File: config.mk
export PLATFORM = sky130hd
export DESIGN_NAME = tfcfg_window
export DESIGN_NICKNAME = d
export VERILOG_FILES = /design/src/rtl/tfcfg_pkg.sv /design/src/rtl/tfcfg_seq_tracker.sv /design/src/rtl/tfcfg_regs.sv /design/src/rtl/tfcfg_window.sv
export SDC_FILE = /design/constraint.sdc
export NUM_CORES = 1
export LEC_CHECK = 0
export BUFFER_PORTS_ARGS = -buffer_cell sky130_fd_sc_hd__buf_4
export CORE_MARGIN = 5
export CORE_UTILIZATION = 45
export CTS_CLUSTER_SIZE = 40
export DETAILED_ROUTE_END_ITERATION = 6
export GPL_ROUTABILITY_DRIVEN = 0
export MAX_ROUTING_LAYER = met4
export PLACE_DENSITY = 0.76
export SLEW_MARGIN = 20
export SYNTH_ARGS = -nofsm -noshare
export SYNTH_HDL_FRONTEND = slang
export SYNTH_HIERARCHICAL = 1
export SYNTH_SLANG_ARGS = --single-unit
File: constraint.sdc
create_clock -name clk -period 4.5 [get_ports clk]
set_input_delay 0.675 -clock clk [delete_from_list [all_inputs] [get_ports clk]]
set_output_delay 0.675 -clock clk [all_outputs]
set_load 0.02 [all_outputs]
File: src/rtl/tfcfg_pkg.sv
package tfcfg_pkg;

  typedef enum logic [1:0] {
    SEQ_IDLE = 2'd0,
    SEQ_ONE  = 2'd1,
    SEQ_TWO  = 2'd2
  } seq_state_e;

  // Next state of the unlock tracker for one strobed access while closed
  function automatic seq_state_e seq_advance(input seq_state_e cur, input logic is_probe);
    if (!is_probe) return SEQ_IDLE;
    case (cur)
      SEQ_IDLE: return SEQ_ONE;
      default:  return SEQ_TWO;
    endcase
  endfunction

  // Keep only the writable bits of a register image
  function automatic logic [7:0] apply_mask(input logic [7:0] val, input logic [7:0] mask);
    return val & mask;
  endfunction

  // Control register accepts only its two recognised codes
  function automatic logic ctrl_code_ok(input logic [7:0] val, input logic [7:0] on_code,
                                        input logic [7:0] off_code);
    return (val == on_code) || (val == off_code);
  endfunction

endpackage

File: src/rtl/tfcfg_seq_tracker.sv
module tfcfg_seq_tracker
  import tfcfg_pkg::*;
#(
  parameter int OFS_W     = 3,
  parameter int REG_W     = 8,
  parameter int PROBE_OFS = 1,
  parameter int KEY_OFS   = 2,
  parameter int KEY_OPEN  = 8'h03,
  parameter int KEY_CLOSE = 8'h83
) (
  input  logic             clk,
  input  logic             rst_n,
  input  logic             acc_valid,
  input  logic             acc_write,
  input  logic             acc_wide,
  input  logic [OFS_W-1:0] acc_offset,
  input  logic [REG_W-1:0] acc_wbyte,
  output logic             unlocked_q,
  output logic             open_evt,
  output logic             close_evt
);

  localparam logic [OFS_W-1:0] PROBE_O = OFS_W'(PROBE_OFS);
  localparam logic [OFS_W-1:0] KEY_O   = OFS_W'(KEY_OFS);
  localparam logic [REG_W-1:0] OPEN_V  = REG_W'(KEY_OPEN);
  localparam logic [REG_W-1:0] CLOSE_V = REG_W'(KEY_CLOSE);

  seq_state_e state_q, state_d;
  logic       is_probe;
  logic       byte_key_wr;

  assign is_probe    = acc_valid && !acc_write && acc_wide && (acc_offset == PROBE_O);
  assign byte_key_wr = acc_valid && acc_write && !acc_wide && (acc_offset == KEY_O);
  assign open_evt    = !unlocked_q && (state_q == SEQ_TWO) && byte_key_wr &&
                       (acc_wbyte == OPEN_V);
  assign close_evt   = unlocked_q && byte_key_wr && (acc_wbyte == CLOSE_V);

  always_comb begin
    state_d = state_q;
    if (unlocked_q || open_evt) begin
      state_d = SEQ_IDLE;
    end else if (acc_valid) begin
      state_d = seq_advance(state_q, is_probe);
    end
  end

  always_ff @(posedge clk) begin
    if (!rst_n) begin
      state_q    <= SEQ_IDLE;
      unlocked_q <= 1'b0;
    end else begin
      state_q <= state_d;
      if (open_evt) begin
        unlocked_q <= 1'b1;
      end else if (close_evt) begin
        unlocked_q <= 1'b0;
      end
    end
  end

endmodule

File: src/rtl/tfcfg_regs.sv
module tfcfg_regs
  import tfcfg_pkg::*;
#(
  parameter int OFS_W     = 3,
  parameter int REG_W     = 8,
  parameter int RDTIM_OFS = 0,
  parameter int WRTIM_OFS = 1,
  parameter int CTRL_OFS  = 3,
  parameter int STRAP_OFS = 5,
  parameter int MISC_OFS  = 6,
  parameter int CTRL_ON   = 8'h95,
  parameter int CTRL_OFF  = 8'h11,
  parameter int MISC_MASK = 8'h7F
) (
  input  logic             clk,
  input  logic             rst_n,
  input  logic             wr_en,
  input  logic [OFS_W-1:0] ofs,
  input  logic [REG_W-1:0] wbyte,
  input  logic             strap_bit,
  output logic [REG_W-1:0] rbyte
);

  localparam int NUM_TIM = 2;
  localparam logic [OFS_W-1:0] TIM_O [NUM_TIM] = '{OFS_W'(RDTIM_OFS), OFS_W'(WRTIM_OFS)};
  localparam logic [OFS_W-1:0] CTRL_O  = OFS_W'(CTRL_OFS);
  localparam logic [OFS_W-1:0] STRAP_O = OFS_W'(STRAP_OFS);
  localparam logic [OFS_W-1:0] MISC_O  = OFS_W'(MISC_OFS);
  localparam logic [REG_W-1:0] ON_V    = REG_W'(CTRL_ON);
  localparam logic [REG_W-1:0] OFF_V   = REG_W'(CTRL_OFF);
  localparam logic [REG_W-1:0] MISC_M  = REG_W'(MISC_MASK);

  logic [REG_W-1:0] tim_q [NUM_TIM];
  logic [REG_W-1:0] ctrl_q;
  logic [REG_W-1:0] misc_q;

  for (genvar g = 0; g < NUM_TIM; g++) begin : g_tim
    always_ff @(posedge clk) begin
      if (!rst_n) begin
        tim_q[g] <= '0;
      end else if (wr_en && (ofs == TIM_O[g])) begin
        tim_q[g] <= wbyte;
      end
    end
  end

  always_ff @(posedge clk) begin
    if (!rst_n) begin
      ctrl_q <= OFF_V;
      misc_q <= '0;
    end else if (wr_en) begin
      if ((ofs == CTRL_O) && ctrl_code_ok(wbyte, ON_V, OFF_V)) begin
        ctrl_q <= wbyte;
      end
      if (ofs == MISC_O) begin
        misc_q <= apply_mask(wbyte, MISC_M);
      end
    end
  end

  always_comb begin
    rbyte = '0;
    for (int i = 0; i < NUM_TIM; i++) begin
      if (ofs == TIM_O[i]) rbyte = tim_q[i];
    end
    if (ofs == CTRL_O)  rbyte = ctrl_q;
    if (ofs == STRAP_O) rbyte = {{(REG_W-1){1'b0}}, strap_bit};
    if (ofs == MISC_O)  rbyte = misc_q;
  end

endmodule

File: src/rtl/tfcfg_window.sv
module tfcfg_window #(
  parameter int OFS_W  = 3,
  parameter int DATA_W = 16,
  parameter int REG_W  = 8
) (
  input  logic              clk,
  input  logic              rst_n,
  input  logic              acc_valid,
  input  logic              acc_write,
  input  logic              acc_wide,
  input  logic [OFS_W-1:0]  acc_offset,
  input  logic [DATA_W-1:0] acc_wdata,
  input  logic [DATA_W-1:0] tf_rdata,
  input  logic              strap_slow_bus,
  output logic              tf_sel,
  output logic [DATA_W-1:0] rd_data
);

  logic             unlocked_q;
  logic             open_evt;
  logic             close_evt;
  logic             cfg_hit;
  logic             cfg_wr;
  logic [REG_W-1:0] cfg_rbyte;
  logic [REG_W-1:0] wbyte;
  logic             unused_hi;

  assign wbyte     = acc_wdata[REG_W-1:0];
  assign unused_hi = ^acc_wdata[DATA_W-1:REG_W];

  tfcfg_seq_tracker #(
    .OFS_W(OFS_W),
    .REG_W(REG_W)
  ) seq_i (
    .clk       (clk),
    .rst_n     (rst_n),
    .acc_valid (acc_valid),
    .acc_write (acc_write),
    .acc_wide  (acc_wide),
    .acc_offset(acc_offset),
    .acc_wbyte (wbyte),
    .unlocked_q(unlocked_q),
    .open_evt  (open_evt),
    .close_evt (close_evt)
  );

  // Byte accesses are steered into the hidden space while the window is open
  assign cfg_hit = unlocked_q && !acc_wide;
  assign cfg_wr  = acc_valid && acc_write && cfg_hit;

  tfcfg_regs #(
    .OFS_W(OFS_W),
    .REG_W(REG_W)
  ) regs_i (
    .clk      (clk),
    .rst_n    (rst_n),
    .wr_en    (cfg_wr),
    .ofs      (acc_offset),
    .wbyte    (wbyte),
    .strap_bit(strap_slow_bus),
    .rbyte    (cfg_rbyte)
  );

  assign tf_sel  = acc_valid && !cfg_hit;
  assign rd_data = cfg_hit ? {{(DATA_W-REG_W){1'b0}}, cfg_rbyte} : tf_rdata;

endmodule

==> results of run 1 <==
## cells in the final DEF, fill, tap and decap left out, drive strengths merged, types with 3 or more instances in the layout
cell type,count
a22oi,8
and2,30
and3,3
and4bb,3
buf,49
clkbuf,5
dfxtp,18
edfxtp,16
inv,4
mux2,10
mux2i,15
nand2,10
nand2b,5
nor2,14
o22ai,6
## worst max path at each step
| stage | startpoint | slack [ns] | endpoint | cells past startpoint |
|---|---|---|---|---|
| after global routing | acc_offset[1] | 1.68 | rd_data[0] | 6 |
| final | acc_offset[1] | 1.73 | rd_data[0] | 6 |
| after CTS | acc_offset[1] | 1.75 | rd_data[0] | 6 |
| after global placement | acc_offset[1] | 1.76 | rd_data[0] | 6 |
| after detailed placement | acc_offset[1] | 1.75 | rd_data[0] | 6 |
| after floorplan | acc_offset[1] | 2.22 | rd_data[7] | 5 |
## stage by stage
| step | hold slack [ns] | power (mW) | cell area [µm²] | setup slack, ns |
|---|---|---|---|---|
| finish | 0.448 | 0.758 | 2390 | 1.73 |
| CTS | 0.447 | 0.765 | 2390 | 1.75 |
| global placement | 0.425 | 0.427 | 2250 | 1.76 |
| detailed placement | 0.430 | 0.428 | 2250 | 1.75 |
| floorplan | 0.407 | 0.380 | 1880 | 2.22 |
| global route | 0.460 | 0.784 | 2390 | 1.68 |
## flip-flops by register name (all words and copies together) (netlist names)
name / cells
regs_i/tim_q: 16
seq_i/unlocked_q: 1
regs_i/misc_q: 7
regs_i/ctrl_q: 8
seq_i/state_q: 2
## critical path: stages
cell                       delay, ns
sky130_fd_sc_hd__buf_4          0.23
sky130_fd_sc_hd__mux2_1         0.36
sky130_fd_sc_hd__a221oi_1       0.31
sky130_fd_sc_hd__a31oi_1        0.08
sky130_fd_sc_hd__mux2_4         0.27
sky130_fd_sc_hd__buf_4          0.16
## final cells by class
type,count,area (µm²)
clock buffer,5,68.8
clock inverter,3,68.8
fill,366,1640
inverter,4,15.0
multi-input combinational,123,966
sequential,34,841
tap,50,62.6
timing repair buffer,49,368
## power by group through the flow
stage / combinational, mW / sequential (mW) / clock [mW]
floorplan: 0.0441 / 0.335 / 0
global placement: 0.0912 / 0.336 / 0
detailed placement: 0.0922 / 0.336 / 0
CTS: 0.0929 / 0.329 / 0.343
global route: 0.0992 / 0.330 / 0.355
finish: 0.0924 / 0.329 / 0.336
## layer usage
| metal | track usage | vias to the layer above | part of all wire |
|---|---|---|---|
| li1 | - | 704 | - |
| met1 | 0.215 | 664 | 0.43 |
| met2 | 0.274 | 35 | 0.50 |
| met3 | 0.0297 | 8 | 0.050 |
| met4 | 0.0830 | 0 | 0.020 |
| met5 | - | - | 0 |
==> impl_metrics.csv, run 1 <==
group,metric,value,unit
status,status,"complete, no violations",
routing,drt_wl_total,4320,µm
sta,finalClockSkew,0.00391,ns
place,post-place-cells,260,
setup_path,timing.critical_path.fanout_max,17,
pwr,leakage_power_total,1.07,nW
hold_path,min_delay_worst_endpoint,"regs_i/ctrl_q[0]",
pwr,internal_power,0.595,mW
synth,synth_nets,208,
grt,grt_pass1_vias,1385,
sta,worst_pin_slew,0.375,ns
sta,max-slew-margin-rel,0.749,
place,dp.final_hpwl,3190,µm
pwr,p_sw,0.163,mW
synth,synth-warning-count,6,
hold_path,timing.hold.worst_path_depth,1,
clock_network,clkSinkCount,34,
floorplan,core_region_area,4030,µm²
setup_path,worst_setup_path_end_kind,"primary output",
clock_network,cts_root_buffer,"sky130_fd_sc_hd__clkbuf_8",
final_layout,final_layout_net_count,258,
sta,final_period_minus_worst_setup_slack,2.77,ns
setup_path,worst-endpoint-required,3.83,ns
clock_network,clock_path_buffers,2,
floorplan,floorplan.io_pins,58,
clock_network,deepest_level_of_the_cts_h_tree,2,
hold_path,hold_path_class,"reg -> reg",
routing,detailroute.via_count,1411,
pwr,combinationalPowerShare,0.122,
final_layout,drive_above_1_share,0.353,
pwr,clkPwrFrac,0.444,
setup_path,worstPathArrival,2.09,ns
floorplan,chipWidth,74.6,µm
floorplan,rows,23,
grt,largest_net_degree_at_the_start_of_global_routing,19,
routing,drt_iter0_drc,90,
clock_network,cts_inserted_buffers,5,
job,drv.max_cap_violation_count,0,
clock_network,cts_tree,"built",
sta,max_clock_freq,361,MHz
pwr,ir_worst_vdd,0.212,mV
routing,vias_per_cell,5.26,
grt,grt_pass1_wl,6910,µm
sta,finalSetupViolations,0,
sta,unrepaired_setup_endpoints_after_global_routing,"false",
setup_path,worstReg2RegStart,"seq_i/unlocked_q",
routing,detail_route.drc_violations,0,
final_layout,instances_no_fill,268,
synth,syn-instance-count,167,
setup_path,rr_endpoint,"regs_i/tim_q[0][0]",
final_layout,insertedDiodeCount,0,
clock_network,worstSkewPairLatency,0.29,ns
clock_network,cts.clk_slew.worst_paths,0.07,ns
pwr,pwr_density_cell,317,nW/µm²
setup_path,r2r_slack,2.52,ns
synth,synth.avg_cell_area,11.2,µm²
clock_network,post-cts-setup-buffers,0,
hold_path,holdCritStartpoint,"regs_i/ctrl_q[0]",
pwr,sw_frac_of_total,0.215,
setup_path,type_of_origin_of_the_critical_path,"primary input",
sta,post-route-period-util,0.615,
setup_path,critical_path_class,"in -> out",
floorplan,full_die_area,5560,µm²
sta,timing_hold_violations_final,0,
routing,wl_per_cell,16.1,µm
final_layout,final_core_util,0.593,
final_layout,synthToLayoutAreaGrowth,27.4,%
routing,antenna_violating_nets_post_route,0,
floorplan,starting_density_of_the_core,0.466,
place,portBuffers,49,
routing,drt_first_pass_iters,5,
sta,final-max-slew-violation-count,0,
synth,post_synth_instance_area,1880,µm²
grt,grt.overflow.total,0,
floorplan,die_h,74.6,µm
clock_network,ctsResizeCount,0,
pwr,p_seq_frac,0.434,
grt,antenna_violations_before_repair,0,
sta,setup_total_negative_slack,0,ns
clock_network,cts-hold-fix-buffers,0,
setup_path,reg2reg_depth,5,
grt,grt_usage,0.174,
Note: power is estimated with default switching activity, not from simulation.
==> run 2: changes to the inputs <==
- clock period: 4.5 -> 2.7 ns (I/O delays scaled with it)
==> impl_metrics.csv, run 2 (synthesized netlist as in run 1, its figures left out) <==
group,metric,value,unit
final_layout,synthToLayoutAreaGrowth,25.4,%
floorplan,core_region_area,4030,µm²
clock_network,clock_path_buffers,2,
grt,largest_net_degree_at_the_start_of_global_routing,19,
grt,globalRouteMet3Util,0.0324,
setup_path,critical_path_class,"in -> out",
sta,final_period_minus_worst_setup_slack,2.19,ns
clock_network,cts_inserted_buffers,5,
clock_network,cts_tree,"built",
routing,detail_route.drc_violations,0,
floorplan,chipWidth,74.6,µm
clock_network,post-cts-setup-buffers,0,
pwr,ir_worst_vdd,0.302,mV
routing,drt_wl_total,4250,µm
setup_path,worst_setup_path_end_kind,"primary output",
setup_path,worst-endpoint-required,2.30,ns
floorplan,die_h,74.6,µm
grt,grt.met1_usage,0.223,
grt,global_route.peak_usage_layer,"met2",
routing,antenna_violating_nets_post_route,0,
grt,antenna_violations_before_repair,0,
final_layout,final_common_cell,"sky130_fd_sc_hd__buf_4",
clock_network,deepest_level_of_the_cts_h_tree,2,
routing,wl_per_cell,15.9,µm
job,drv.max_cap_violation_count,0,
clock_network,worstSkewPairLatency,0.28,ns
setup_path,crit_path_cell_trace,"buf_4, mux2_1, a221oi_1, a31oi_1, mux2_4, buf_4",
sta,unrepaired_setup_endpoints_after_global_routing,"false",
clock_network,cts-hold-fix-buffers,0,
place,portBuffers,49,
sta,setup_total_negative_slack,0,ns
sta,timing.hold.ws,0.414,ns
routing,drt_first_pass_iters,4,
final_layout,registers.top_by_ff_count,"regs_i/tim_q",
status,status,"complete, no violations",
setup_path,worstPathArrival,1.78,ns
floorplan,full_die_area,5560,µm²
clock_network,cts_root_buffer,"sky130_fd_sc_hd__clkbuf_8",
sta,finalSetupViolations,0,
sta,timing_hold_violations_final,0,
setup_path,type_of_origin_of_the_critical_path,"primary input",
place,dp.final_hpwl,3240,µm
final_layout,largest_reg_flops,16,
setup_path,worstPathBufferInverterCount,2,
setup_path,path_common_cell,"sky130_fd_sc_hd__buf_4",
grt,grt_use_met2,0.270,
sta,finalClockSkew,0.00504,ns
grt,grt_pass1_vias,1403,
setup_path,maximum_cell_stage_delay_along_the_critical_path,0.35,ns
setup_path,critical_path.top_delay_family,"multiplexers",
grt,grt_usage,0.174,
routing,detailroute.via_count,1404,
floorplan,rows,23,
setup_path,reg2reg_depth,5,
final_layout,layout.cells.most_common_list,"49 x sky130_fd_sc_hd__buf_4, 30 x sky130_fd_sc_hd__and2_1, 18 x sky130_fd_sc_hd__dfxtp_1",
final_layout,reg.largest.list,"regs_i/tim_q x16, regs_i/ctrl_q x8, regs_i/misc_q x7",
hold_path,timing.hold.worst_path_depth,3,
sta,max_clock_freq,457,MHz
routing,drt_iter0_drc,88,
routing,vias_per_cell,5.24,
floorplan,starting_density_of_the_core,0.466,
sta,worst_pin_slew,0.378,ns
final_layout,drive_above_1_share,0.349,
setup_path,timing.critical_path.fanout_max,17,
hold_path,hold_path_class,"in -> reg",
final_layout,insertedDiodeCount,0,
setup_path,critical_path_depth_in_cells,6,
sta,final-max-slew-violation-count,0,
clock_network,cts.clk_slew.worst_paths,0.06,ns
setup_path,slowest_stage,"sky130_fd_sc_hd__mux2_1",
final_layout,final_layout_net_count,258,
sta,post-route-period-util,0.811,
clock_network,clkSinkCount,34,
pwr,leakage_power_total,1.06,nW
clock_network,ctsResizeCount,0,
grt,grt.overflow.total,0,
floorplan,floorplan.io_pins,58,
grt,grt_pass1_wl,6970,µm
pwr,pwr_density_cell,470,nW/µm²
sta,max-slew-margin-rel,0.747,
-- run 2: cell count changes in the layout (fill, tap and decap cells not counted), sizes merged --
cell	previous run	this run
bufinv	2	0
clkbuf	5	7
-- run 2: worst paths after layout --
path	from	end	slack [ns]
max	acc_offset[1]	rd_data[0]	0.51
min	acc_wdata[0]	regs_i/misc_q[0]	0.41
max reg2reg	seq_i/unlocked_q	regs_i/tim_q[0][4]	0.72
min reg2reg	regs_i/ctrl_q[0]	regs_i/ctrl_q[0]	0.44
-- run 2: routing by layer --
layer	share of wire	routed length, µm
met3	0.047	198
met1	0.44	1880
met2	0.50	2110
met4	0.016	70
met5	0	0
-- run 2: final cells by class --
cell class	instances	area [µm²]
sequential	34	841
timing repair buffer	49	368
fill	360	1680
clock inverter	1	3.75
inverter	4	15.0
clock buffer	7	96.3
multi-input combinational	123	966
tap	50	62.6
-- run 2: power by group --
part | internal (mW) | switching, mW | total, mW
Sequential | 0.546 | 0.00253 | 0.549
Combinational | 0.0760 | 0.0769 | 0.153
Clock | 0.229 | 0.176 | 0.405
Total | 0.851 | 0.255 | 1.11
-- run 2: worst register-to-register path, stage by stage, from the launching register on --
cell and delay (ns):
sky130_fd_sc_hd__dfxtp_1 0.45, sky130_fd_sc_hd__nand2b_4 0.20, sky130_fd_sc_hd__nor2_1 0.26, sky130_fd_sc_hd__nor2b_2 0.33
sky130_fd_sc_hd__nand2_1 0.09, sky130_fd_sc_hd__nand2_1 0.31
-- run 2: stage by stage --
stage               cells  area, µm²  worst slack [ns]   util  power (mW)
global route          268       2350             0.427  0.584        1.14
detailed placement    260       2250             0.498  0.559       0.714
CTS                   268       2350             0.496  0.584        1.12
global placement      260       2250             0.540  0.559       0.712
finish                268       2350             0.511  0.584        1.11
floorplan             167       1880             0.834      -       0.633
==> run 3: changes to the inputs <==
- PLACE_DENSITY: 0.76 -> 0.78
- clock period: 2.7 -> 1.9 ns (I/O delays scaled with it)
==> impl_metrics.csv, run 3 (synthesized netlist as in run 1, its figures left out) <==
group,metric,value,unit
floorplan,die_h,74.6,µm
setup_path,worstReg2RegStart,"seq_i/unlocked_q",
final_layout,largest_reg_flops,16,
floorplan,chipWidth,74.6,µm
routing,antenna_violating_nets_post_route,0,
routing,routed-wl-met2,2210,µm
pwr,leakage_power_total,1.09,nW
sta,post-route-period-util,1.05,
floorplan,starting_density_of_the_core,0.466,
grt,grt_usage,0.174,
setup_path,critical_path.top_delay_family,"multiplexers",
clock_network,deepest_level_of_the_cts_h_tree,2,
setup_path,slowest_stage,"sky130_fd_sc_hd__edfxtp_1",
sta,unrepaired_setup_endpoints_after_global_routing,"true",
place,postPlaceCellArea,2290,µm²
setup_path,cp-startpoint,"regs_i/tim_q[1][0]",
floorplan,rows,23,
place,portBuffers,49,
floorplan,floorplan.io_pins,58,
clock_network,cts_inserted_buffers,5,
routing,maxUsedRoutingLayer,"met4",
routing,vias_per_cell,5.36,
setup_path,crit_path_cell_trace,"mux2_4, a221oi_4, a31oi_1, mux2_4, buf_6",
setup_path,worstPathBufferInverterCount,1,
final_layout,drive_above_1_share,0.381,
pwr,pwr_density_cell,687,nW/µm²
pwr,p_sw,0.389,mW
clock_network,cts_tree,"built",
routing,wl_per_cell,16.4,µm
status,status,"finished, violations left",
status,failed_checks,"negative setup slack",
floorplan,core_region_area,4030,µm²
final_layout,synthToLayoutAreaGrowth,29.7,%
hold_path,hold_path_class,"in -> reg",
routing,detailroute.via_count,1462,
sta,worst_pin_slew,0.394,ns
setup_path,path_common_cell,"sky130_fd_sc_hd__mux2_4",
setup_path,worst-endpoint-required,1.62,ns
grt,grt_pass1_wl,6940,µm
sta,finalSetupViolations,1,
place,dp.final_hpwl,3320,µm
place,pre_cts_setup_slack,0.0173,ns
hold_path,holdCritStartpoint,"acc_wdata[6]",
pwr,clkPwrFrac,0.394,
sta,timing_hold_violations_final,0,
pwr,ir_worst_vdd,0.440,mV
pwr,internal_power,1.28,mW
pwr,combinationalPowerShare,0.139,
routing,detail_route.drc_violations,0,
sta,setup_total_negative_slack,-0.0964,ns
setup_path,timing.critical_path.fanout_max,1,
final_layout,final_design_area_excluding_fillers,2430,µm²
final_layout,layout.cells.most_common_list,"53 x sky130_fd_sc_hd__buf_4, 30 x sky130_fd_sc_hd__and2_1, 18 x sky130_fd_sc_hd__dfxtp_1",
routing,drt_iter0_drc,117,
floorplan,full_die_area,5560,µm²
clock_network,cts.clk_slew.worst_paths,0.07,ns
sta,max-slew-margin-rel,0.737,
setup_path,worstPathArrival,1.71,ns
grt,largest_net_degree_at_the_start_of_global_routing,18,
final_layout,final_common_cell,"sky130_fd_sc_hd__buf_4",
grt,grt_pass1_vias,1395,
sta,final_period_minus_worst_setup_slack,2.00,ns
setup_path,critical_path_class,"reg -> out",
job,drv.max_cap_violation_count,0,
pwr,sw_frac_of_total,0.233,
final_layout,reg.largest.list,"regs_i/tim_q x16, regs_i/ctrl_q x8, regs_i/misc_q x7",
clock_network,post-cts-setup-buffers,0,
clock_network,worstSkewPairLatency,0.29,ns
place,post-place-cells,265,
sta,setup_slack,-0.0964,ns
final_layout,insertedDiodeCount,0,
clock_network,clock_path_buffers,2,
grt,antenna_violations_before_repair,0,
grt,grt.overflow.total,0,
sta,max_clock_freq,501,MHz
pwr,p_seq_frac,0.467,
routing,drt_first_pass_iters,4,
setup_path,type_of_origin_of_the_critical_path,"register",
final_layout,final_layout_net_count,263,
sta,final-max-slew-violation-count,0,
clock_network,cts_root_buffer,"sky130_fd_sc_hd__clkbuf_8",
routing,drt_wl_total,4490,µm
final_layout,registers.top_by_ff_count,"regs_i/tim_q",
sta,finalClockSkew,0.00278,ns
routing,routedLengthMet1,1910,µm
final_layout,instances_no_fill,273,
clock_network,clkSinkCount,34,
setup_path,maximum_cell_stage_delay_along_the_critical_path,0.37,ns
routing,met3RoutedLength,325,µm
setup_path,worst_setup_path_end_kind,"primary output",
-- run 3: cell count changes in the layout (fill, tap and decap cells not counted), sizes merged --
cell	delta
clkinvlp	+2
bufinv	+1
clkinv	-1
buf	+5
clkbuf	-2
-- run 3: worst paths after layout --
check,to,slack (ns),cells past startpoint
setup reg to reg,regs_i/tim_q[0][6],0.17,5
setup / recovery,rd_data[0],-0.1,5
hold reg to reg,regs_i/ctrl_q[0],0.45,1
hold / removal,regs_i/misc_q[6],0.29,3
-- run 3: per-stage QoR --
step / utilization / hold slack (ns) / power, mW
after floorplan: - / 0.403 / 0.899
after global placement: 0.568 / 0.423 / 1.02
after detailed placement: 0.568 / 0.429 / 1.02
after CTS: 0.600 / 0.284 / 1.68
after global routing: 0.604 / 0.298 / 1.73
final: 0.604 / 0.290 / 1.67
-- run 3: tightest hold or removal path, stage by stage --
cell	delay [ns]
sky130_fd_sc_hd__buf_4	0.12
sky130_fd_sc_hd__mux2i_1	0.07
sky130_fd_sc_hd__nor2_1	0.07
-- run 3: final cells by class --
type | instances | area (µm²)
Multi-Input combinational cell | 123 | 991
Inverter | 4 | 15.0
Fill cell | 359 | 1600
Clock inverter | 3 | 45.0
Sequential cell | 34 | 841
Tap cell | 50 | 62.6
Clock buffer | 5 | 68.8
Timing Repair Buffer | 54 | 409
-- run 3: metal layers --
layer | up-vias | track usage
li1 | 716 | -
met5 | - | -
met3 | 4 | 0.0432
met1 | 690 | 0.222
met2 | 52 | 0.280
met4 | 0 | 0.0415
-- run 3: what timing repair did --
item	4_1_cts	5_1_grt
pin swaps	1	0
setup endpoints to repair	1	2
hold buffers	0	0
gates resized for setup	3	2
-- run 3: power groups by stage --
stage / combinational, mW / sequential, mW / clock [mW]
after floorplan: 0.104 / 0.794 / 0
after global placement: 0.223 / 0.795 / 0
after detailed placement: 0.225 / 0.796 / 0
after CTS: 0.229 / 0.780 / 0.674
after global routing: 0.248 / 0.781 / 0.699
final: 0.233 / 0.780 / 0.659
